## src/rtl/pol_pkg.sv

```systemverilog
package pol_pkg;
   typedef enum logic [1:0] {
      OS_OTHER = 2'b00,
      OS_TS_A  = 2'b01,
      OS_TS_B  = 2'b10,
      OS_RSVD  = 2'b11
   } os_kind_e;

   localparam logic [7:0] TS_A_SWAPPED = 8'hB5;
   localparam logic [7:0] TS_B_SWAPPED = 8'hBA;
endpackage

```

## src/rtl/pol_match.sv

```systemverilog
module pol_match
   import pol_pkg::*;
#(
   parameter int DATA_W = 8,
   parameter logic [DATA_W-1:0] SWAP_A = DATA_W'(TS_A_SWAPPED),
   parameter logic [DATA_W-1:0] SWAP_B = DATA_W'(TS_B_SWAPPED)
) (
   input  logic              valid_i,
   input  logic [1:0]        kind_i,
   input  logic [DATA_W-1:0] data_i,
   input  logic              is_k_i,
   output logic              hit_o
);
   logic is_a, is_b;

   always_comb begin
      is_a  = (kind_i == 2'(OS_TS_A)) && (data_i == SWAP_A);
      is_b  = (kind_i == 2'(OS_TS_B)) && (data_i == SWAP_B);
      hit_o = valid_i && !is_k_i && (is_a || is_b);
   end
endmodule

```

## src/rtl/pol_tracker.sv

```systemverilog
module pol_tracker
   import pol_pkg::*;
#(
   parameter int IDX_W     = 4,
   parameter int FIRST_IDX = 6,
   parameter int LAST_IDX  = 15
) (
   input  logic             clk,
   input  logic             rst_n,
   input  logic             clr_i,
   input  logic             valid_i,
   input  logic [1:0]       kind_i,
   input  logic [IDX_W-1:0] idx_i,
   input  logic             is_k_i,
   input  logic             hit_i,
   output logic             inv_o
);
   localparam int RUN_LEN = LAST_IDX - FIRST_IDX + 1;
   localparam int CNT_W   = $clog2(RUN_LEN + 1);

   logic [CNT_W-1:0] cnt_q;
   logic             in_win, is_train, at_first, at_last, set_now;

   always_comb begin
      is_train = (kind_i == 2'(OS_TS_A)) || (kind_i == 2'(OS_TS_B));
      at_first = (idx_i == IDX_W'(FIRST_IDX));
      at_last  = (idx_i == IDX_W'(LAST_IDX));
      in_win   = valid_i && is_train &&
                 (idx_i >= IDX_W'(FIRST_IDX)) && (idx_i <= IDX_W'(LAST_IDX));
      set_now  = in_win && at_last && hit_i && (cnt_q == CNT_W'(RUN_LEN - 1));
   end

   always_ff @(posedge clk or negedge rst_n) begin
      if (!rst_n) begin
         cnt_q <= '0;
         inv_o <= 1'b0;
      end else begin
         if (clr_i) begin
            cnt_q <= '0;
         end else if (in_win) begin
            if (at_first) cnt_q <= CNT_W'(hit_i);
            else          cnt_q <= cnt_q + CNT_W'(hit_i);
         end
         if (clr_i)        inv_o <= 1'b0;
         else if (set_now) inv_o <= 1'b1;
      end
   end

   p_rose_last_r2: assert property (@(posedge clk) disable iff (!rst_n)
      $rose(inv_o) |-> $past(valid_i && at_last && !clr_i));
   p_rose_train_r6: assert property (@(posedge clk) disable iff (!rst_n)
      $rose(inv_o) |-> $past(is_train));
   p_rose_not_k_r9: assert property (@(posedge clk) disable iff (!rst_n)
      $rose(inv_o) |-> $past(!is_k_i));
   p_clr_wins_r7: assert property (@(posedge clk) disable iff (!rst_n)
      clr_i |=> !inv_o);
   p_flag_holds_r7: assert property (@(posedge clk) disable iff (!rst_n)
      (inv_o && !clr_i) |=> inv_o);
   p_cnt_bound_r5: assert property (@(posedge clk) disable iff (!rst_n)
      cnt_q <= CNT_W'(RUN_LEN));
endmodule

```

## src/rtl/pol_apply.sv

```systemverilog
module pol_apply #(
   parameter int CODE_W = 10
) (
   input  logic              inv_i,
   input  logic [CODE_W-1:0] raw_i,
   output logic [CODE_W-1:0] code_o
);
   for (genvar gi = 0; gi < CODE_W; gi++) begin : g_bit
      assign code_o[gi] = raw_i[gi] ^ inv_i;
   end
endmodule

```

## src/rtl/pol_inv_detect.sv

```systemverilog
module pol_inv_detect
   import pol_pkg::*;
#(
   parameter int CODE_W    = 10,
   parameter int DATA_W    = 8,
   parameter int IDX_W     = 4,
   parameter int FIRST_IDX = 6,
   parameter int LAST_IDX  = 15
) (
   input  logic              clk,
   input  logic              rst_n,
   input  logic              clr_i,
   input  logic              sym_valid_i,
   input  logic [1:0]        os_type_i,
   input  logic [IDX_W-1:0]  sym_idx_i,
   input  logic [DATA_W-1:0] sym_data_i,
   input  logic              sym_is_k_i,
   input  logic [CODE_W-1:0] raw_code_i,
   output logic [CODE_W-1:0] code_o,
   output logic              inv_o
);
   if (LAST_IDX < FIRST_IDX) begin : g_bad_window
      $error("identifier window is empty");
   end
   if (LAST_IDX >= (1 << IDX_W)) begin : g_bad_idx
      $error("index width too small for identifier window");
   end
   if (DATA_W < 8) begin : g_bad_data
      $error("symbol byte narrower than identifier");
   end

   logic hit;

   pol_match #(.DATA_W(DATA_W)) u_match (
      .valid_i (sym_valid_i),
      .kind_i  (os_type_i),
      .data_i  (sym_data_i),
      .is_k_i  (sym_is_k_i),
      .hit_o   (hit)
   );

   pol_tracker #(
      .IDX_W     (IDX_W),
      .FIRST_IDX (FIRST_IDX),
      .LAST_IDX  (LAST_IDX)
   ) u_tracker (
      .clk     (clk),
      .rst_n   (rst_n),
      .clr_i   (clr_i),
      .valid_i (sym_valid_i),
      .kind_i  (os_type_i),
      .idx_i   (sym_idx_i),
      .is_k_i  (sym_is_k_i),
      .hit_i   (hit),
      .inv_o   (inv_o)
   );

   pol_apply #(.CODE_W(CODE_W)) u_apply (
      .inv_i  (inv_o),
      .raw_i  (raw_code_i),
      .code_o (code_o)
   );
endmodule

```

## config.mk

```make
export PLATFORM = sky130hd
export DESIGN_NAME = pol_inv_detect
export DESIGN_NICKNAME = d
export VERILOG_FILES = /design/src/rtl/pol_pkg.sv /design/src/rtl/pol_match.sv /design/src/rtl/pol_tracker.sv /design/src/rtl/pol_apply.sv /design/src/rtl/pol_inv_detect.sv
export SDC_FILE = /design/constraint.sdc
export NUM_CORES = 1
export LEC_CHECK = 0
export ABC_AREA = 0
export BUFFER_PORTS_ARGS = -buffer_cell sky130_fd_sc_hd__buf_2
export CAP_MARGIN = 30
export CORE_AREA = 2 2 39 41
export DETAILED_ROUTE_END_ITERATION = 7
export DIE_AREA = 0 0 41 43
export PLACE_DENSITY = 0.88
export SLEW_MARGIN = 20
export SYNTH_ARGS = -nofsm -noshare
export SYNTH_HDL_FRONTEND = slang
export SYNTH_SLANG_ARGS = --single-unit
export TNS_END_PERCENT = 30
```

## constraint.sdc

```tcl
create_clock -name clk -period 3 [get_ports clk]
set_clock_uncertainty 0.1 [all_clocks]
set_input_delay 0.15 -clock clk [delete_from_list [all_inputs] [get_ports clk]]
set_output_delay 0.15 -clock clk [all_outputs]
set_load 0.1 [all_outputs]
```

======== Yosys cells after proc, flatten, opt, wreduce, memory -nomap -nowiden ========
Cells that the tools add are included.
cells by class
  reductions and logical operators ........ 15
  equal/unequal tests ..................... 7
  order comparisons ....................... 2
  bitwise gates (word level) .............. 10
  multiplexer cells ....................... 5
  $add $sub $neg .......................... 1
operators with widths
  operator                                                                number
  8-bit == test (second input constant)                                   2
  4-bit two-way mux                                                       3
  1-bit logical AND                                                       10
  1-bit XOR                                                               10
  4-bit == test (second input constant)                                   2
  4-bit by 1-bit adder with 4-bit output                                  1
  4-bit by 3-bit == test with 1-bit output (second input constant)        1
  4-bit by 3-bit >= comparator with 1-bit output (second input constant)  1
  4-bit <= comparator (second input constant)                             1
  2-bit nonzero test                                                      2
  2-bit by 1-bit == test with 1-bit output (second input constant)        1
  2-bit == test (second input constant)                                   1
  1-bit logical OR                                                        2
  1-bit two-way mux                                                       2
  1-bit logical NOT                                                       1
word-level totals
  logic and storage cells ................. 42
  register bits after elaboration ......... 5
  output and inout bits ................... 11
  input bits .............................. 29

======== Depth between registers and ports, before layout ========
  depth after elaboration ................. 10
  gate-level depth with buffers ........... 9

======== By module ========
A second synthesis with hierarchy kept.
second synthesis, totals
  cell total of the unflattened synthesis .. 53
  area total of the unflattened synthesis .. 474.2 um2
modules (own cells, without submodules)
  module       area an instance (um2)  instances  cells each
  pol_tracker  312.8                   1          35
  pol_apply    98.8                    1          11
  pol_match    62.6                    1          7

======== Worst setup path before layout ========
OpenSTA, ideal clock, no wires.
  kind .................................... register to output
  start ................................... register u_tracker.inv_o
  end ..................................... output code_o[0]
  cell stages (with the launch flop) ...... 3
  path buffers ............................ 1
  setup slack ............................. -0.148 ns
  arrival ................................. 2.898 ns
  cells stage by stage .................... dfrtp_1 > buf_1 > xor2_1
between the ends
  word-level cells in the longest chain between the ends .. 1
RTL lines
  element                 RTL line              text
  from (decl)             pol_tracker.sv:16     output logic inv_o
  from (signal assigned)  pol_tracker.sv:36     inv_o <= 1'b0;
  from (signal assigned)  pol_tracker.sv:44     if (clr_i) inv_o <= 1'b0;
  from (signal assigned)  pol_tracker.sv:45     else if (set_now) inv_o <= 1'b1;
  1-bit XOR               pol_apply.sv:9        assign code_o[gi] = raw_i[gi] ^ inv_i;
  to (decl)               pol_inv_detect.sv:19  output logic [CODE_W-1:0] code_o,
No other way between the ends.

======== Worst setup path after layout ========
  start ................................... input sym_data_i[0]
  end ..................................... register u_tracker.cnt_q[3]
between the ends
  word-level cells in the longest chain between the ends .. 8
  elaborated cells between the ends (all ways) .. 10
RTL lines
  element                                   RTL line                          text
  from (decl)                               pol_inv_detect.sv:16              input logic [DATA_W-1:0] sym_data_i,
  8-bit == test (on tied branches)          pol_match.sv:17, pol_match.sv:18
  1-bit logical AND (on tied branches)      pol_match.sv:17, pol_match.sv:18
  1-bit logical OR *                        pol_match.sv:19                   hit_o = valid_i && !is_k_i && (is_a || is_b);
  1-bit logical AND *                       pol_match.sv:19
  4-bit by 1-bit adder with 4-bit output *  pol_tracker.sv:42                 else cnt_q <= cnt_q + CNT_W'(hit_i);
  4-bit two-way mux *                       pol_tracker.sv:41                 if (at_first) cnt_q <= CNT_W'(hit_i);
  4-bit two-way mux *                       pol_tracker.sv:40                 end else if (in_win) begin
  4-bit two-way mux *                       pol_tracker.sv:38                 if (clr_i) begin
  to (signal assigned)                      pol_tracker.sv:41
  to (signal assigned)                      pol_tracker.sv:42
  to (decl)                                 pol_tracker.sv:21                 logic [CNT_W-1:0] cnt_q;
Every way passes the cells marked *; elsewhere a longest branch is shown, timed or not. The select of a mux whose other input is x is not followed.
A chain may end at the register's enable or synchronous reset.

==> impl_metrics.env <==
export IMPL_finalWorstSetupSlack_ps=984
export IMPL_postSynth_topFlopCell="sky130_fd_sc_hd__dfrtp_1"
export IMPL_die_h_um=43
export IMPL_worst_vdd_rail_ir_drop_mv=0.170
export IMPL_finalCritPeriodShare=0.672
export IMPL_r2r_setup_slack_ps=1650
export IMPL_synth_edff_count=0
export IMPL_global_route_wire_length_before_repair_mm=2.06
export IMPL_final_net_count=130
export IMPL_run_status="finished, final reports clean"
export IMPL_place_hpwl_mm=1.06
export IMPL_synthCells=53
export IMPL_area_added_between_synthesis_and_finish_pct=49.7
export IMPL_setup_worst_path_start="sym_data_i[0]"
export IMPL_maxCapViolCount=0
export IMPL_drc=0
export IMPL_numCtsBuffers=3
export IMPL_synth_net_count=86
export IMPL_timing_critical_path_cells="buf_2 > nor4bb_1 > a22oi_1 > nor4b_1 > ha_1 > nand3_1 > or4_1 > a21oi_1"
export IMPL_yosys_cell_types_count=25
export IMPL_fp_row_count=14
export IMPL_antenna_found_initial=0
export IMPL_detail_route_wirelength_mm=1.22
export IMPL_die_area_um2=1760
export IMPL_critical_path_arrival_ps=2080
export IMPL_cts_repair_resized_insts=0
export IMPL_first_iter_violations=1
export IMPL_r2r_end="u_tracker.cnt_q[3]$_DFFE_PN0P_"
export IMPL_cts_tree="yes"
export IMPL_first_global_vias=541
export IMPL_slowest_delay_ps=510
export IMPL_cts_root_buffer="sky130_fd_sc_hd__clkbuf_4"
export IMPL_worst_r2r_path_depth=4
export IMPL_timing_max_slew_rel_slack=0.647
export IMPL_regToRegStartpoint="u_tracker.cnt_q[0]$_DFFE_PN0P_"
export IMPL_cts_num_sinks=5
export IMPL_timing_critical_path_from_type="primary input"
export IMPL_worst_path_buf_inv=1
export IMPL_post_synth_cell_area_avg_um2=9.40
export IMPL_totalPowerFinal_uw=242
export IMPL_criticalPathCategory="primary input to flip-flop"
export IMPL_placeableCoreArea_um2=1380
export IMPL_whs_path_depth=2
export IMPL_groute_usage_overall=0.163
export IMPL_synth_seq_area_share=0.251
export IMPL_slowest_stage="sky130_fd_sc_hd__nor4b_1"
export IMPL_detailedPlace_worstSlack_ps=733
export IMPL_routed_via_density=4.96
export IMPL_worst_hold_path_type="primary input to flip-flop"
export IMPL_cp_top_family="simple AND/OR/NAND/NOR gates"
export IMPL_peak_freq_ghz=0.496
export IMPL_finalSetupViolations=0
export IMPL_wl_per_cell_um=10.9
export IMPL_syn_cell_area_um2=498
export IMPL_leading_cell_type_in_the_layout_fill_and_taps_excluded="sky130_fd_sc_hd__buf_2"
export IMPL_report_final_slew_viol_count=0
export IMPL_worst_skew_pair_late_latency_ps=230
export IMPL_drive_above_1_share=0.469
export IMPL_cts_root_to_sink_buffers=2
export IMPL_clk_pin_slew_worst_paths_ps=40
export IMPL_critical_path_endpoint="u_tracker.cnt_q[3]$_DFFE_PN0P_"
export IMPL_grt_start_max_net_pins=13
export IMPL_vias=556
export IMPL_ioPinCount=40
export IMPL_rsz0062_at_grt="no"
export IMPL_ys_warn_count=0
export IMPL_n_antenna_cell=0
export IMPL_ant_nets=0
export IMPL_mostFrequentLayoutCells="sky130_fd_sc_hd__buf_2 (39), sky130_fd_sc_hd__xor2_1 (10), sky130_fd_sc_hd__dfrtp_1 (5)"
export IMPL_yosys_register_bits=5
export IMPL_critical_path_depth=8
export IMPL_die_boundary_width_um=41
export IMPL_worst_pin_slew_ps=522
export IMPL_power_static_leakage_uw=0.000419
export IMPL_port_buffers=39
export IMPL_synthArstFlopShare=1.00
export IMPL_critPathCaptureType="flip-flop"
export IMPL_detailedRoute_firstPassIterationCount=4
export IMPL_fin_crit_ps=2020
export IMPL_place_congestion=0.878
export IMPL_data_required_time_of_the_worst_path_ps=3060
export IMPL_overflow=0
export IMPL_report_final_hold_viol_count=0
export IMPL_cts_max_level=1
export IMPL_timing_critical_path_fanout_max=3
export IMPL_floorplan_initialDensity=0.360
export IMPL_power_density_nw_per_um2=325
==> where the power goes <==
group / switching, uW / internal [uW]
sequential: 0.00114 / 67.7
clock: 24.7 / 50.1
combinational: 72.1 / 27.5
total: 96.9 / 145
==> cells by family after synthesis <==
family                     count (synthesis)  share of synthesized area
and+or+nand+nor                           20                      0.307
AOI/OAI and AO/OA                          9                      0.116
xor gates and xnor gates                  10                      0.176
muxes                                      1                     0.0201
DFF                                        5                      0.251
buffers and inverters                      4                     0.0301
adders and majority gates                  4                      0.101
==> how the worst min path moves through the flow <==
stage,from,to,slack (ps)
floorplan,rst_n,u_tracker.cnt_q[0]$_DFFE_PN0P_,-250
global placement,rst_n,u_tracker.inv_o$_DFFE_PN0P_,-130
detailed placement,rst_n,u_tracker.inv_o$_DFFE_PN0P_,-130
CTS,clr_i,u_tracker.cnt_q[3]$_DFFE_PN0P_,8
global route,clr_i,u_tracker.cnt_q[1]$_DFFE_PN0P_,20
finish,clr_i,u_tracker.cnt_q[3]$_DFFE_PN0P_,20
==> sequential cells by signal, summed over array words and instances (netlist names) <==
| signal | count |
|---|---|
| u_tracker.cnt_q | 4 |
| u_tracker.inv_o | 1 |
==> synth_stat cells, types with 2 or more instances <==
master / count / area (um2)
sky130_fd_sc_hd__xor2_1: 10 / 87.6
sky130_fd_sc_hd__dfrtp_1: 5 / 125
sky130_fd_sc_hd__a21oi_1: 4 / 20.0
sky130_fd_sc_hd__ha_1: 4 / 50.1
sky130_fd_sc_hd__inv_1: 3 / 11.3
sky130_fd_sc_hd__nand3_1: 3 / 15.0
sky130_fd_sc_hd__nand4b_1: 3 / 26.3
sky130_fd_sc_hd__and4bb_2: 2 / 25.0
sky130_fd_sc_hd__nand2_1: 2 / 7.51
sky130_fd_sc_hd__o21ai_0: 2 / 10.0
==> layout make-up <==
| cell class | count | area, um2 |
|---|---|---|
| Clock buffer | 4 | 26.3 |
| Fill cell | 152 | 638 |
| Inverter | 3 | 11.3 |
| Multi-Input combinational cell | 44 | 358 |
| Sequential cell | 5 | 125 |
| Tap cell | 16 | 20.0 |
| Timing Repair Buffer | 40 | 205 |
==> layer usage <==
layer | GRT usage | vias to the layer above | part of all wire
li1 | - | 286 | -
met1 | 0.225 | 250 | 0.42
met2 | 0.244 | 20 | 0.51
met3 | 0.0157 | 0 | 0.074
met4 | 0.0800 | 0 | 0
met5 | 0 | - | 0
==> through the flow <==
step | utilization | instance area, um2 | hold slack [ps] | setup TNS, ps | std cells
finish | 0.539 | 746 | 15.2 | 0 | 112
global route | 0.539 | 746 | 23.1 | 0 | 112
CTS | 0.539 | 746 | 8.03 | 0 | 112
detailed placement | 0.513 | 709 | -129 | 0 | 107
global placement | 0.513 | 709 | -130 | 0 | 107
floorplan | - | 498 | -246 | -1330 | 53
==> what timing repair did <==
item / CTS / global route
buffers inserted: 0 / 0
hold buffers: 1 / 0
hold endpoints to repair: 5 / 0
(Power assumes the default switching activity.)
